`config.mk`:
```
export PLATFORM = sky130hd
export DESIGN_NAME = sc_match
export DESIGN_NICKNAME = d
export VERILOG_FILES = /design/src/rtl/sc_pkg.sv /design/src/rtl/sc_match.sv
export SDC_FILE = /design/constraint.sdc
export NUM_CORES = 1
export LEC_CHECK = 0
export ABC_AREA = 1
export BUFFER_PORTS_ARGS = -buffer_cell sky130_fd_sc_hd__buf_2
export CAP_MARGIN = 0
export CORE_MARGIN = 5
export CORE_UTILIZATION = 37
export DETAILED_ROUTE_END_ITERATION = 8
export GPL_TIMING_DRIVEN = 0
export PLACE_DENSITY = 0.89
export SLEW_MARGIN = 30
export SYNTH_ARGS = -nofsm -noshare
export SYNTH_HDL_FRONTEND = slang
export SYNTH_SLANG_ARGS = --single-unit
```
`constraint.sdc`:
```
create_clock -name vclk -period 1.6
set_clock_uncertainty 0.2 [all_clocks]
set_input_delay 0.24 -clock vclk [all_inputs]
set_output_delay 0.24 -clock vclk [all_outputs]
set_load 0.01 [all_outputs]
```
`src/rtl/sc_pkg.sv`:
```
package sc_pkg;
  typedef enum logic [1:0] {
    SC_NONE      = 2'd0,
    SC_EXACT     = 2'd1,
    SC_SAME_PAGE = 2'd2,
    SC_OTHER_PG  = 2'd3
  } sc_case_e;
endpackage

```
`src/rtl/sc_match.sv`:
```
module sc_match
  import sc_pkg::*;
#(
  parameter int ADDR_W      = 64,
  parameter int LEN_W       = 4,
  parameter int PAGE_BYTES  = 4096,
  parameter int STORE_BYTES = 4
) (
  input  logic              valid_i,
  input  logic [ADDR_W-1:0] rsv_addr_i,
  input  logic [LEN_W-1:0]  rsv_len_i,
  input  logic [ADDR_W-1:0] ea_i,
  output sc_case_e          case_o
);
  localparam int PAGE_SH = $clog2(PAGE_BYTES);

  logic exact, same_page;
  always_comb begin
    exact     = (rsv_len_i == LEN_W'(STORE_BYTES)) && (rsv_addr_i == ea_i);
    same_page = (rsv_addr_i[ADDR_W-1:PAGE_SH] == ea_i[ADDR_W-1:PAGE_SH]);
    if (!valid_i)       case_o = SC_NONE;
    else if (exact)     case_o = SC_EXACT;
    else if (same_page) case_o = SC_SAME_PAGE;
    else                case_o = SC_OTHER_PG;
  end

  initial assert_page_pow2_R4: assert (PAGE_BYTES == (1 << PAGE_SH));
endmodule

```
# Word level (Yosys, flattened, before mapping)
# Cells that the tools add are included.
# Widths: inputs -> output; s select.
dict set report totals {
  ff_bits 0
  inputBits 133
  out_inout_bits 2
  elab_cells 7
}
dict set report op_classes {
  n_eq_ne 3
  n_mux 3
  n_reduce_logical 1
}
# op count
set ops {}
lappend ops {{$eq 64x64->1} 1}
lappend ops {{$eq 52x52->1} 1}
lappend ops {{$eq 4x3->1 const B} 1}
lappend ops {{$mux 2} 2}
lappend ops {{$logic_and 1x1->1} 1}
lappend ops {{$mux 1} 1}

# Longest topological paths before layout
dict set report depth {
  depth_word 4
  depth_mapped 11
}

# Worst setup path after synthesis
# Ideal clock, no wire load.
dict set report synth_path {
  path_kind {in2out}
  start {input port ea_i[0]}
  end {output port case_o[1]}
  arrival_time_ps 952
  t_required_ps 1160
  slack_ps 208
  path_stages 7
  path_cell_list {inv_1 > or2_2 > nand4_1 > nor2_1 > nand3_1 > nor2_1 > a21boi_1}
}
dict set report synth_via {
  elab_chain_cells 4
}
# element line
set synth_lines {}
lappend synth_lines {{from (decl)} sc_match.sv:12} ;# input logic [ADDR_W-1:0] ea_i,
lappend synth_lines {{$eq 64x64->1} sc_match.sv:19} ;# exact = (rsv_len_i == LEN_W'(STORE_BYTES)) && (rsv_addr_i == ea_i);
lappend synth_lines {{$logic_and 1x1->1} sc_match.sv:19}
lappend synth_lines {{$mux 2} sc_match.sv:22} ;# else if (exact) case_o = SC_EXACT;
lappend synth_lines {{$mux 2} sc_match.sv:21} ;# if (!valid_i) case_o = SC_NONE;
lappend synth_lines {{to (decl)} sc_match.sv:13} ;# output sc_case_e case_o
# Every way passes these cells.

# Worst setup path after layout
dict set report layout_path {
  start {input port ea_i[36]}
  end {output port case_o[0]}
}
dict set report layout_via {
  elab_chain_cells 4
  elab_cells_between_ends 6
}
# element line
set layout_lines {}
lappend layout_lines {{$eq 52x52->1 / $eq 64x64->1 (equally long branches)} {sc_match.sv:20, sc_match.sv:19}}
lappend layout_lines {{$mux 1 / $logic_and 1x1->1 (equally long branches)} {sc_match.sv:23, sc_match.sv:19}}
lappend layout_lines {{$mux 2 (*)} sc_match.sv:22}
lappend layout_lines {{$mux 2 (*)} sc_match.sv:21}
# Every way passes the cells marked *; elsewhere a longest branch is shown, timed or not.

==> results.sh <==
export IMPL_critical_path_peak_fanout=2
export IMPL_grt_max_degree=4
export IMPL_fp_dieArea_um2=4690
export IMPL_route_vias_total=1942
export IMPL_synth_net_count=425
export IMPL_pwr_density_cell_nw_per_um2=214
export IMPL_synth_top_family_by_area="simple AND/OR/NAND/NOR gates"
export IMPL_min_delay_path_class="in -> out"
export IMPL_final_hold_viol_count=0
export IMPL_cts_setup_buffers=0
export IMPL_synthXorXnorAreaFrac=0.173
export IMPL_critPathCaptureType="primary output"
export IMPL_synth_cell_area_um2=1270
export IMPL_post_synth_top_area_cell="sky130_fd_sc_hd__nand2_1"
export IMPL_relSlewSlack=0.866
export IMPL_synthesis_area_per_instance_um2=4.34
export IMPL_maxSlewViolCount=0
export IMPL_drtIter0Drc=42
export IMPL_aggregate_global_route_resource_usage=0.151
export IMPL_grt_first_pass_wirelength_um=5780
export IMPL_syn_instance_count=292
export IMPL_floorplan_core_area_um2=3340
export IMPL_start_kind="input port"
export IMPL_tns_ns=-0.108
export IMPL_max_cap_viol_count=0
export IMPL_fmax_ghz=0.595
export IMPL_violations_in_the_final_reports="setup timing"
export IMPL_regArea_um2=0
export IMPL_leakage_power_of_the_design_nw=1.44
export IMPL_min_delay_path_depth=4
export IMPL_post_place_ws_ns=-0.0935
export IMPL_ir_worst_vdd_mv=0.100
export IMPL_detail_route_wl_per_cell_um=8.95
export IMPL_grt_antenna_before_repair=0
export IMPL_fraction_of_the_mapped_netlist_area_in_compound_gates=0.0178
export IMPL_final_cell_count_no_fill=473
export IMPL_vias_per_cell=4.11
export IMPL_grt_overflow_total=0
export IMPL_starting_utilization_of_the_core_area=0.379
export IMPL_fin_worst_setup_slack_ns=-0.0799
export IMPL_synth_cell_type_count=16
export IMPL_place_port_buffers=135
export IMPL_yosys_cell_count_top_type="sky130_fd_sc_hd__nand2_1"
export IMPL_sequential_cell_total=0
export IMPL_die_w_um=68.5
export IMPL_gp_congestion=0.754
export IMPL_hold_critical_path_endpoint="case_o[0]"
export IMPL_n_clock_buffer=0
export IMPL_finalSetupViolations=2
export IMPL_wirelength_um=4230
export IMPL_pin_count=135
export IMPL_post_synth_mux_area_share=0
export IMPL_synthDominantCellAreaShare=0.356
export IMPL_drt_antenna_violating_nets=0
export IMPL_worstMarginPinSlew_ns=0.200
export IMPL_stdcell_area_um2=2110
export IMPL_synthTopCellsByCount="sky130_fd_sc_hd__nand2_1 (120), sky130_fd_sc_hd__inv_1 (66), sky130_fd_sc_hd__nor2_1 (62)"
export IMPL_min_delay_start="valid_i"
export IMPL_synthSimpleGateAreaFrac=0.614
export IMPL_worst_ep_arrival_time_ns=1.24
export IMPL_critical_path_required_ns=1.16
export IMPL_layout_min_cycle_time_ns=1.68
export IMPL_syn_to_final_growth_pct=66.6
export IMPL_ys_warn_count=0
export IMPL_post_route_fraction_of_the_period_consumed_by_the_critical_path=1.05
export IMPL_proportion_of_layout_cells_with_a_drive_suffix_above_1=0.354
export IMPL_run_status="finished with violations"
export IMPL_dpl_instance_area_um2=2000
export IMPL_drt_first_pass_iters=4
export IMPL_timing_setup_critical_path_class="in -> out"
export IMPL_post_route_util=0.632
export IMPL_fp_dieH_um=68.5
export IMPL_drt_drc_violations_left=0
export IMPL_worst_hold_slack_ns=0.566
export IMPL_synth_fa_ha_area_frac=0
export IMPL_hpwl_um=3850
export IMPL_instance_count_after_placement_with_tap_cells_included=473
export IMPL_power_mw=0.452
export IMPL_fp_row_count=21
export IMPL_fraction_of_the_yosys_area_taken_by_sequential_cells=0
export IMPL_ys_top_cells_by_area="sky130_fd_sc_hd__nand2_1 (36%), sky130_fd_sc_hd__inv_1 (20%), sky130_fd_sc_hd__nor2_1 (18%)"
export IMPL_number_of_global_route_vias_before_repair=1615
export IMPL_rsz0062_at_grt="true"
export IMPL_antenna_cells_inserted=0
export IMPL_design_final_nets=562
final cells by class:
class,count,area [um2]
repair buffers,135,763
fillers,352,1230
well taps,46,57.6
multi-input cells,226,1040
inverters,66,248
per-layer routing:
metal	vias to the layer above	routed length [um]	global-route usage
met5	-	0	0
met4	0	46	0.00993
met3	4	452	0.0259
met2	73	2250	0.325
met1	764	1490	0.152
li1	1101	-	-
worst max-delay path, stage by stage:
cell and delay [ns]:
sky130_fd_sc_hd__buf_2 0.11, sky130_fd_sc_hd__nor2_1 0.08, sky130_fd_sc_hd__nor2_1 0.05, sky130_fd_sc_hd__nor2_1 0.10, sky130_fd_sc_hd__nand2_1 0.07, sky130_fd_sc_hd__nor2_2 0.13, sky130_fd_sc_hd__nand2_1 0.08, sky130_fd_sc_hd__nor2_2 0.10
sky130_fd_sc_hd__nand3_2 0.08, sky130_fd_sc_hd__nand2_2 0.06, sky130_fd_sc_hd__inv_2 0.03, sky130_fd_sc_hd__buf_6 0.11
logic make-up (layout without fill, tap and decap cells):
kind of cell / count (synthesis) / in the layout
buffers and inverters: 66 / 201
XOR/XNOR: 25 / 25
AO/OA/AOI/OAI: 4 / 4
AND/OR/NAND/NOR: 197 / 197
how the worst max path moves through the flow:
stage                         startpoint   endpoint  cells after the start
after floorplan                  ea_i[0]  case_o[1]                      7
after global placement          ea_i[36]  case_o[0]                     12
after detailed placement        ea_i[36]  case_o[0]                     12
after CTS                 rsv_addr_i[33]  case_o[0]                     12
after global routing            ea_i[36]  case_o[0]                     12
final                           ea_i[36]  case_o[0]                     12
report_power, final:
group	switching (mW)	internal (mW)	leakage, nW	total (mW)
clock network	0	0	0	0
registers	0	0	0	0
logic	0.200	0.252	1.44	0.452
total	0.200	0.252	1.44	0.452
layout by cell type, fill, tap and decap left out, drive strengths merged:
cell type / n
nand2: 120
xnor2: 19
nor2: 66
a21boi: 1
nand4: 2
nor3: 1
or2: 3
nand3b: 1
buf: 135
xor2: 6
nand3: 4
o21ai: 3
inv: 66
repair_timing:
action                     in CTS  in global routing
hold buffers                    0                  0
setup endpoints to repair       2                  2
pin swaps                      16                 24
gates resized for setup        11                 15
No activity file was read; power rests on OpenSTA's default activity.
